`config.mk`:
```
export PLATFORM = sky130hd
export DESIGN_NAME = mem_strobe_filter
export DESIGN_NICKNAME = d
export VERILOG_FILES = /design/src/rtl/strobe_filter_pkg.sv /design/src/rtl/strobe_sync.sv /design/src/rtl/strobe_ctrl.sv /design/src/rtl/strobe_datapath.sv /design/src/rtl/mem_strobe_filter.sv
export SDC_FILE = /design/constraint.sdc
export NUM_CORES = 1
export LEC_CHECK = 0
export BUFFER_PORTS_ARGS = -buffer_cell sky130_fd_sc_hd__buf_2
export CORE_MARGIN = 2
export CORE_UTILIZATION = 30
export DETAILED_ROUTE_END_ITERATION = 6
export PLACE_DENSITY_LB_ADDON = 0.08
export SYNTH_ARGS = -nofsm -noshare
export SYNTH_HDL_FRONTEND = slang
export SYNTH_SLANG_ARGS = --single-unit
```
`constraint.sdc`:
```
create_clock -name clk -period 4.5 [get_ports clk]
set_input_delay 0.9 -clock clk [delete_from_list [all_inputs] [get_ports clk]]
set_output_delay 0.9 -clock clk [all_outputs]
set_load 0.005 [all_outputs]
```
`src/rtl/strobe_filter_pkg.sv`:
```
package strobe_filter_pkg;
  typedef enum logic {
    BUS_NARROW = 1'b0,
    BUS_WIDE   = 1'b1
  } busWidth_e;

  typedef struct packed {
    logic       oeFwd;
    logic [1:0] weLane;
    logic       csSel;
  } strobe_t;

  localparam int LANES = 2;
endpackage

```
`src/rtl/strobe_sync.sv`:
```
module strobe_sync #(
  parameter int W = 1,
  parameter logic [W-1:0] INIT = '0,
  parameter int STAGES = 2
) (
  input  logic         clk,
  input  logic         rstN,
  input  logic [W-1:0] d,
  output logic [W-1:0] q
);
  logic [W-1:0] pipe [STAGES];

  for (genvar s = 0; s < STAGES; s++) begin : g_stage
    always_ff @(posedge clk or negedge rstN) begin
      if (!rstN)       pipe[s] <= INIT;
      else if (s == 0) pipe[s] <= d;
      else             pipe[s] <= pipe[s-1];
    end
  end

  assign q = pipe[STAGES-1];
endmodule

```
`src/rtl/strobe_ctrl.sv`:
```
module strobe_ctrl
  import strobe_filter_pkg::*;
#(
  parameter int CNT_W = 2
) (
  input  logic             clk,
  input  logic             rstN,
  input  logic             sCsN,
  input  logic             sOeN,
  input  logic             sWeN,
  input  logic [LANES-1:0] sMaskN,
  input  busWidth_e        sMode,
  input  logic             addrChg,
  output strobe_t          stb
);
  localparam logic [CNT_W-1:0] CNT_MAX = '1;

  logic             oePrev;
  logic [CNT_W-1:0] pulseCnt;
  logic [CNT_W-1:0] effCnt;
  logic             oeFall;
  logic             grpClear;
  logic             passQ;
  logic [LANES-1:0] weQ;
  logic             csQ;
  logic             writeOn;

  assign oeFall   = oePrev & ~sOeN & ~sCsN;
  assign grpClear = sCsN | addrChg;
  assign effCnt   = grpClear ? '0 : pulseCnt;
  assign writeOn  = ~sCsN & ~sWeN;

  always_ff @(posedge clk or negedge rstN) begin
    if (!rstN) begin
      oePrev   <= 1'b1;
      pulseCnt <= '0;
      passQ    <= 1'b0;
    end else begin
      oePrev <= sOeN;
      if (oeFall) begin
        pulseCnt <= (effCnt == CNT_MAX) ? CNT_MAX : effCnt + 1'b1;
        passQ    <= (effCnt == '0);
      end else begin
        pulseCnt <= effCnt;
        if (sOeN || sCsN) passQ <= 1'b0;
      end
    end
  end

  for (genvar l = 0; l < LANES; l++) begin : g_lane
    logic laneOn;
    if (l == 0) begin : g_base
      assign laneOn = 1'b1;
    end else begin : g_wide
      assign laneOn = (sMode == BUS_WIDE);
    end
    always_ff @(posedge clk or negedge rstN) begin
      if (!rstN) weQ[l] <= 1'b0;
      else       weQ[l] <= writeOn & ~sMaskN[l] & laneOn;
    end
  end

  always_ff @(posedge clk or negedge rstN) begin
    if (!rstN) csQ <= 1'b0;
    else       csQ <= ~sCsN;
  end

  assign stb.oeFwd  = passQ;
  assign stb.weLane = weQ;
  assign stb.csSel  = csQ;
endmodule

```
`src/rtl/strobe_datapath.sv`:
```
module strobe_datapath
  import strobe_filter_pkg::*;
#(
  parameter int ADDR_W = 16,
  parameter int DATA_W = 8,
  localparam int TADDR_W = ADDR_W - 2
) (
  input  logic               clk,
  input  logic               rstN,
  input  logic [ADDR_W-1:0]  sAddr,
  input  busWidth_e          sMode,
  input  strobe_t            stb,
  input  logic [DATA_W-1:0]  tgtRdData,
  output logic               addrChg,
  output logic [TADDR_W-1:0] tgtAddr,
  output logic [DATA_W-1:0]  busRdData
);
  logic [TADDR_W-1:0] shifted;
  logic [TADDR_W-1:0] addrQ;
  logic [DATA_W-1:0]  dataQ;

  always_comb begin
    if (sMode == BUS_WIDE) shifted = TADDR_W'(sAddr >> 2);
    else                   shifted = TADDR_W'(sAddr >> 3);
  end

  assign addrChg = (shifted != addrQ);

  always_ff @(posedge clk or negedge rstN) begin
    if (!rstN) begin
      addrQ <= '0;
      dataQ <= '0;
    end else begin
      addrQ <= shifted;
      if (stb.oeFwd) dataQ <= tgtRdData;
    end
  end

  assign tgtAddr   = addrQ;
  assign busRdData = dataQ;
endmodule

```
`src/rtl/mem_strobe_filter.sv`:
```
module mem_strobe_filter
  import strobe_filter_pkg::*;
#(
  parameter int ADDR_W = 16,
  parameter int DATA_W = 8,
  localparam int TADDR_W = ADDR_W - 2
) (
  input  logic               clk,
  input  logic               rstN,
  input  logic               busCsN,
  input  logic               busOeN,
  input  logic               busWeN,
  input  logic [1:0]         busMaskN,
  input  logic [ADDR_W-1:0]  busAddr,
  input  logic               wideMode,
  output logic [DATA_W-1:0]  busRdData,
  input  logic [DATA_W-1:0]  tgtRdData,
  output logic               tgtCsN,
  output logic               tgtOeN,
  output logic [1:0]         tgtWeN,
  output logic [TADDR_W-1:0] tgtAddr
);
  localparam int CTL_W  = 3 + LANES + 1;
  localparam int SYNC_W = CTL_W + ADDR_W;
  localparam logic [SYNC_W-1:0] SYNC_INIT = {{(CTL_W-1){1'b1}}, 1'b0, {ADDR_W{1'b0}}};

  logic [SYNC_W-1:0] syncIn, syncOut;
  logic              sCsN, sOeN, sWeN, sModeBit;
  logic [LANES-1:0]  sMaskN;
  logic [ADDR_W-1:0] sAddr;
  busWidth_e         sMode;
  strobe_t           stb;
  logic              addrChg;

  assign syncIn = {busCsN, busOeN, busWeN, busMaskN, wideMode, busAddr};

  strobe_sync #(.W(SYNC_W), .INIT(SYNC_INIT), .STAGES(2)) syncI (
    .clk(clk), .rstN(rstN), .d(syncIn), .q(syncOut)
  );

  assign {sCsN, sOeN, sWeN, sMaskN, sModeBit, sAddr} = syncOut;
  assign sMode = busWidth_e'(sModeBit);

  strobe_ctrl #(.CNT_W(2)) ctrlI (
    .clk(clk), .rstN(rstN), .sCsN(sCsN), .sOeN(sOeN), .sWeN(sWeN),
    .sMaskN(sMaskN), .sMode(sMode), .addrChg(addrChg), .stb(stb)
  );

  strobe_datapath #(.ADDR_W(ADDR_W), .DATA_W(DATA_W)) dpI (
    .clk(clk), .rstN(rstN), .sAddr(sAddr), .sMode(sMode), .stb(stb),
    .tgtRdData(tgtRdData), .addrChg(addrChg), .tgtAddr(tgtAddr),
    .busRdData(busRdData)
  );

  assign tgtCsN = ~stb.csSel;
  assign tgtOeN = ~stb.oeFwd;
  assign tgtWeN = ~stb.weLane;
endmodule

```
==> metrics, run 1 <==
Area growth syn-to-layout 23.0%; Reg power frac 0.572; Worst Reg-to-Reg Cells 5; reg2reg start syncI.q[16]; Hold Path Origin syncI.pipe[41]; grt ovf 0; chip width 92.7 µm; synth cell count leaders 58 x dfrtp_1, 15 x mux2_2, 11 x dfstp_2, 11 x xnor2_1, 10 x inv_1; Tmin final 2430 ps; VDD IR max about 140 µV; Cell Int Power about 0.93 mW; RSZ-0062 raised after global routing no; die area about 8600 µm²; Least-Margin Pin Slew ~900 ps; met2 GRT Util 0.151; clock share of power 0.337; EDFF count, synth 0; CTS tree done; CTS Root Cell clkbuf_8; Fmax 0.412 GHz; Hold Crit Class reg -> reg; Detail Route Antenna Nets 0; Top FF cell, synth dfrtp_1; first-pass GRT wire length about 6400 µm; syn_nets around 180; Cell variety after synth 23; Cell Pwr Density between 400 and 500 nW/µm²; Initial Utilization 0.307; Final period util 0.539; critical path type reg -> reg; critical path data arrival time ~2700 ps; max-cap viol count 0; Syn. warnings 0; via count around 1,300; RR Endpoint ctrlI.passQ; post-cts resize count 0; clk buf depth 2; share of layout cells above drive strength 1 0.476; Yosys top cell area share 0.615; DR iter-0 viols 23; met3 Use GR 0.0488; Final Net Count 239; post-synthesis area per instance roughly 17 µm²; Routed WL 3840 µm; TritonCTS Buffers 9; status complete, no violations; fin util 0.378; register area share after synthesis 0.737; total of fill cells in the finished design 780; final hold violations 0; largest net degree at the start of global routing 36; drt via density just over 4; Layout Skew 8.38 ps; hold path endpoint syncI.q[19]; Core Region slightly below 8000 µm²; DP Wirelength roughly 2700 µm; Post-CTS Setup Inserts 0; combinational share of power 0.091; antenna cells 0; GRT busiest layer met2; cell row count 32; CTS H-Tree Depth 3; Hold Worst Slack between 300 and 400 ps; Post-synth ARST share 1.00; CP max FO 20; GR Util All Layers 0.0999; Residual DRC 0; Leak 1.34 nW; R2R setup slack 2070 ps; IO Pins 58; met1 Resource Use GR 0.118; top-count cell post-synth dfrtp_1; Worst-Skew Late Latency 330 ps; Switch Pwr 0.291 mW; hold_buf cts 0; Slew Limit Fails 0; Hold Path Depth 0; Worst-path clk slew approximately 70 ps; synth top area cells dfrtp_1 61%, dfstp_2 12%, mux2_2 7.2%, xnor2_1 4.1%, mux2i_1 3.0%; Seq cells post-synth 69; vias in the first global route around 1,400; Setup TNS 0 ps; post-synthesis cell count ~140; first-pass iteration count of the detailed router 2; Syn Std Cell Area 2360 µm²; dominant cell type by area after synthesis dfrtp_1; Worst slew margin 0.397; Routability Congestion ~0.7; initial antenna violation count 0; Die Span Y roughly 93 µm; clock sinks 69; Startpoint Class register; Critical Path End Type register; Switching Share 0.239; drt wl/cell ~12 µm; buffers added on ports between 50 and 60; Worst EP required ~4700 ps; final setup vio count 0
## sequential cells by signal (all words and copies together), names as in the netlist
| name | cells |
|---|---|
| syncI.pipe | 20 |
| ctrlI.pulseCnt | 2 |
| ctrlI.oePrev | 1 |
| ctrlI.passQ | 1 |
| dpI.tgtAddr | 14 |
| dpI.busRdData | 8 |
| syncI.q | 20 |
| ctrlI.csQ | 1 |
| ctrlI.stb | 2 |
## routing by layer
metal  part of all wire  wire length [µm]
met4              0.011                42
met3              0.076               292
met2               0.47              1810
met5                  0                 0
met1               0.44              1690
## worst max-delay path, stage by stage (launching register included)
cell	delay [ps]
dfrtp_1	930
mux2_2	450
xor2_1	150
nor4_2	350
nand4_1	180
o221a_1	250
## layout by cell type (no fill, tap or decap), types with 2 or more instances in the layout
cell | Yosys | routed
nand4_1 | 2 | 2
nand2_1 | 2 | 2
nor4_2 | 2 | 2
nor4b_1 | 2 | 2
buf_2 | 0 | 55
mux2i_1 | 7 | 7
clkbuf_8 | 0 | 9
clkinv_2 | 0 | 4
xor2_1 | 6 | 6
nor2_1 | 3 | 3
mux2_2 | 15 | 15
inv_1 | 10 | 10
dfstp_2 | 11 | 11
clkbuf_1 | 1 | 2
mux2_4 | 2 | 2
xnor2_1 | 11 | 11
nor3_1 | 2 | 2
dfrtp_1 | 58 | 58
## stage by stage
stage	std cells	total power, mW	setup slack, ps	cell area [µm²]
after detailed placement	298	0.824	2060	2750
after CTS	314	1.25	2040	2900
after global routing	314	1.29	1840	2900
after floorplan	143	0.762	2790	2360
final	314	1.22	2070	2900
after global placement	298	0.820	2070	2750
## cells by family (layout without fill, tap and decap cells)
family          after synthesis  after routing  synth area share
buf+inv                      13             82            0.0270
compound gates                4              4            0.0127
flops                        69             69             0.737
simple gates                 15             15            0.0403
mux                          25             25             0.120
xor+xnor                     17             17            0.0631
## power by group through the flow
stage	clock (mW)	combinational (mW)	sequential [mW]
after CTS	0.434	0.115	0.698
final	0.411	0.111	0.697
after global routing	0.460	0.124	0.704
after global placement	0	0.112	0.708
after detailed placement	0	0.115	0.709
after floorplan	0	0.0591	0.703
## cell type report
type,instances,area [µm²],area share
clock inverter,5,27.5,0.00948
multi-input combinational,61,557,0.192
timing repair buffer,56,283,0.0974
clock buffer,11,131,0.0452
sequential,69,1740,0.599
tap,102,128,0.0439
inverter,10,37.5,0.0129
## worst max-delay path by stage
stage / from / end / slack (ps) / cells past startpoint
floorplan: syncI.q[16] / ctrlI.passQ / 2790 / 6
global placement: syncI.q[16] / ctrlI.passQ / 2070 / 5
detailed placement: syncI.q[16] / ctrlI.passQ / 2060 / 5
CTS: syncI.q[16] / ctrlI.passQ / 2040 / 5
global route: syncI.q[16] / ctrlI.passQ / 1840 / 5
finish: syncI.q[16] / ctrlI.passQ / 2070 / 5
Power figures use the tool's default switching activity.
==> inputs of run 2 (changes only) <==
==> constraint.sdc (replaced) <==
create_clock -name clk -period 2.4 [get_ports clk]
set_input_delay 0.48 -clock clk [delete_from_list [all_inputs] [get_ports clk]]
set_output_delay 0.48 -clock clk [all_outputs]
set_load 0.005 [all_outputs]
==> run 2 against run 1 <==
- sequential power increased by 87%
- clock power grew 120%
- setup slack worse by 1700 ps
- highest routed layer unchanged
- hold slack lost 200 ps
- die area did not move
- combinational power rose by 95%
- total power up 99%
- via count shrank 2.0%
- sequential share of layout area fell by 1.2 points
- utilization is 0.80 points higher
- critical path depth increased by 1
==> metrics, run 2 (synthesis gave the netlist of run 1 again) <==
share of layout cells above drive strength 1 0.479 (was 0.476); via count 1,253 (was 1,278); Critical Path End Type register (unchanged); drt via density 3.98 (was 4.07); Core Region 7690 µm² (unchanged); CP Buf/Inv Count 1 (was 0); Least-Margin Pin Slew 372 ps (was 905 ps); first-pass GRT wire length 6610 µm (was 6390 µm); clock sinks 69 (unchanged); Final period util 0.844 (was 0.539); leading cell type in the layout, fill and taps excluded dfrtp_1 (unchanged); die area 8600 µm² (unchanged); post-cts resize count 0 (unchanged); Worst Reg-to-Reg Cells 6 (was 5); CTS H-Tree Depth 3 (unchanged); Routability Congestion 0.712 (was 0.710); DR iter-0 viols 31 (was 23); Slew Limit Fails 0 (unchanged); Hold Crit Class in -> async (was reg -> reg); status complete, no violations (unchanged); critical path data arrival time 2240 ps (was 2650 ps); critical path type reg -> reg (unchanged); critical path, cell by cell buf_4 -> mux2i_2 -> xnor2_1 -> nor4_2 -> nand4_1 -> o221a_1 (was mux2_2 -> xor2_1 -> nor4_2 -> nand4_1 -> o221a_1); Leak 1.37 nW (was 1.34 nW); Area growth syn-to-layout 25.6% (was 23.0%); antenna cells 0 (unchanged); Initial Utilization 0.307 (unchanged); setup slack after placement 350 ps (was 2060 ps); Fmax 0.493 GHz (was 0.412 GHz); first-pass iteration count of the detailed router 2 (unchanged); Worst slew margin 0.750 (was 0.397); Worst EP required 2620 ps (was 4720 ps); CTS tree done (unchanged); Layout Skew 5.02 ps (was 8.38 ps); Final Net Count 240 (was 239); TritonCTS Buffers 9 (unchanged); Worst-path clk slew 70 ps (about the same); Top delay family on crit path flip-flops (unchanged); Largest stage delay, worst path 500 ps (was 930 ps); final hold violations 0 (unchanged); clk buf depth 2 (unchanged); cell row count 32 (unchanged); drt wl/cell 12.4 µm (was 12.2 µm); final setup vio count 0 (unchanged); RSZ-0062 raised after global routing no (unchanged); Die Span Y 92.7 µm (unchanged); final worst slack 373 ps (was 2070 ps); Residual DRC 0 (unchanged); GR Util All Layers 0.103 (was 0.0999); Setup TNS 0 ps (unchanged); Cell Pwr Density 817 nW/µm² (was 419 nW/µm²); chip width 92.7 µm (unchanged); Startpoint Class register (unchanged); largest net degree at the start of global routing 70 (was 36); Hold Worst Slack 152 ps (was 348 ps); max-cap viol count 0 (unchanged); IO Pins 58 (unchanged); vias in the first global route 1,351 (was 1,371); Worst-Skew Late Latency 330 ps (about the same); Tmin final 2030 ps (was 2430 ps); CTS Root Cell clkbuf_8 (unchanged); Worst path slowest cell dfrtp_1 (unchanged); Critical Path Stages 6 (was 5); Detail Route Antenna Nets 0 (unchanged); CP max FO 15 (was 20); Routed WL 3910 µm (was 3840 µm); DP Wirelength 2770 µm (was 2750 µm); initial antenna violation count 0 (unchanged); grt ovf 0 (unchanged); hold_buf cts 0 (unchanged); Post-CTS Setup Inserts 0 (unchanged); total of fill cells in the finished design 765 (was 780); buffers added on ports 55 (unchanged); most frequent cells in the layout 58 x dfrtp_1, 55 x buf_2, 15 x mux2_2 (unchanged); VDD IR max 375 µV (was 138 µV)
==> run 2: cell types whose count changed in the layout (fill, tap and decap cells not counted) <==
cell and delta:
clkinvlp_4 -1, clkbuf_8 +5, buf_12 +1, clkinv_2 -4
==> run 2: routing by layer <==
layer  wire, µm  vias up  track usage  part of all wire
li1           -      601            -                 -
met1       1790      603        0.133              0.46
met2       1790       42        0.154              0.46
met3        251        7       0.0423             0.064
met4         75        0       0.0441             0.019
met5          0        -            0                 0
==> run 2: power breakdown <==
part	switching (mW)	internal (mW)	total, mW
clock network	0.384	0.518	0.902
logic	0.0955	0.121	0.216
registers	0.0508	1.25	1.30
total	0.530	1.89	2.42
==> run 2: per-stage QoR <==
stage               power [mW]  area, µm²  std cells   util
detailed placement        1.55       2770        299  0.360
global placement          1.54       2770        299  0.360
global route              2.56       2970        315  0.386
finish                    2.42       2970        315  0.386
CTS                       2.47       2970        315  0.386
floorplan                 1.43       2360        143      -
==> run 2: final cells by class <==
class / count / area [µm²] / area share
inverters: 10 / 37.5 / 0.0127
multi-input cells: 61 / 557 / 0.188
clock buffers: 16 / 200 / 0.0675
well taps: 102 / 128 / 0.0430
repair buffers: 57 / 303 / 0.102
flip-flops and latches: 69 / 1740 / 0.587
==> run 2: final timing paths <==
check	start	to	slack [ps]
setup reg to reg	syncI.q[16]	ctrlI.passQ	370
max in group asynchronous	rstN	syncI.q[18]	1880
min in group clk	busCsN	syncI.pipe[43]	250
setup / recovery	syncI.q[16]	ctrlI.passQ	370
hold / removal	rstN	dpI.busRdData[7]	150
hold reg to reg	syncI.pipe[32]	syncI.q[10]	350
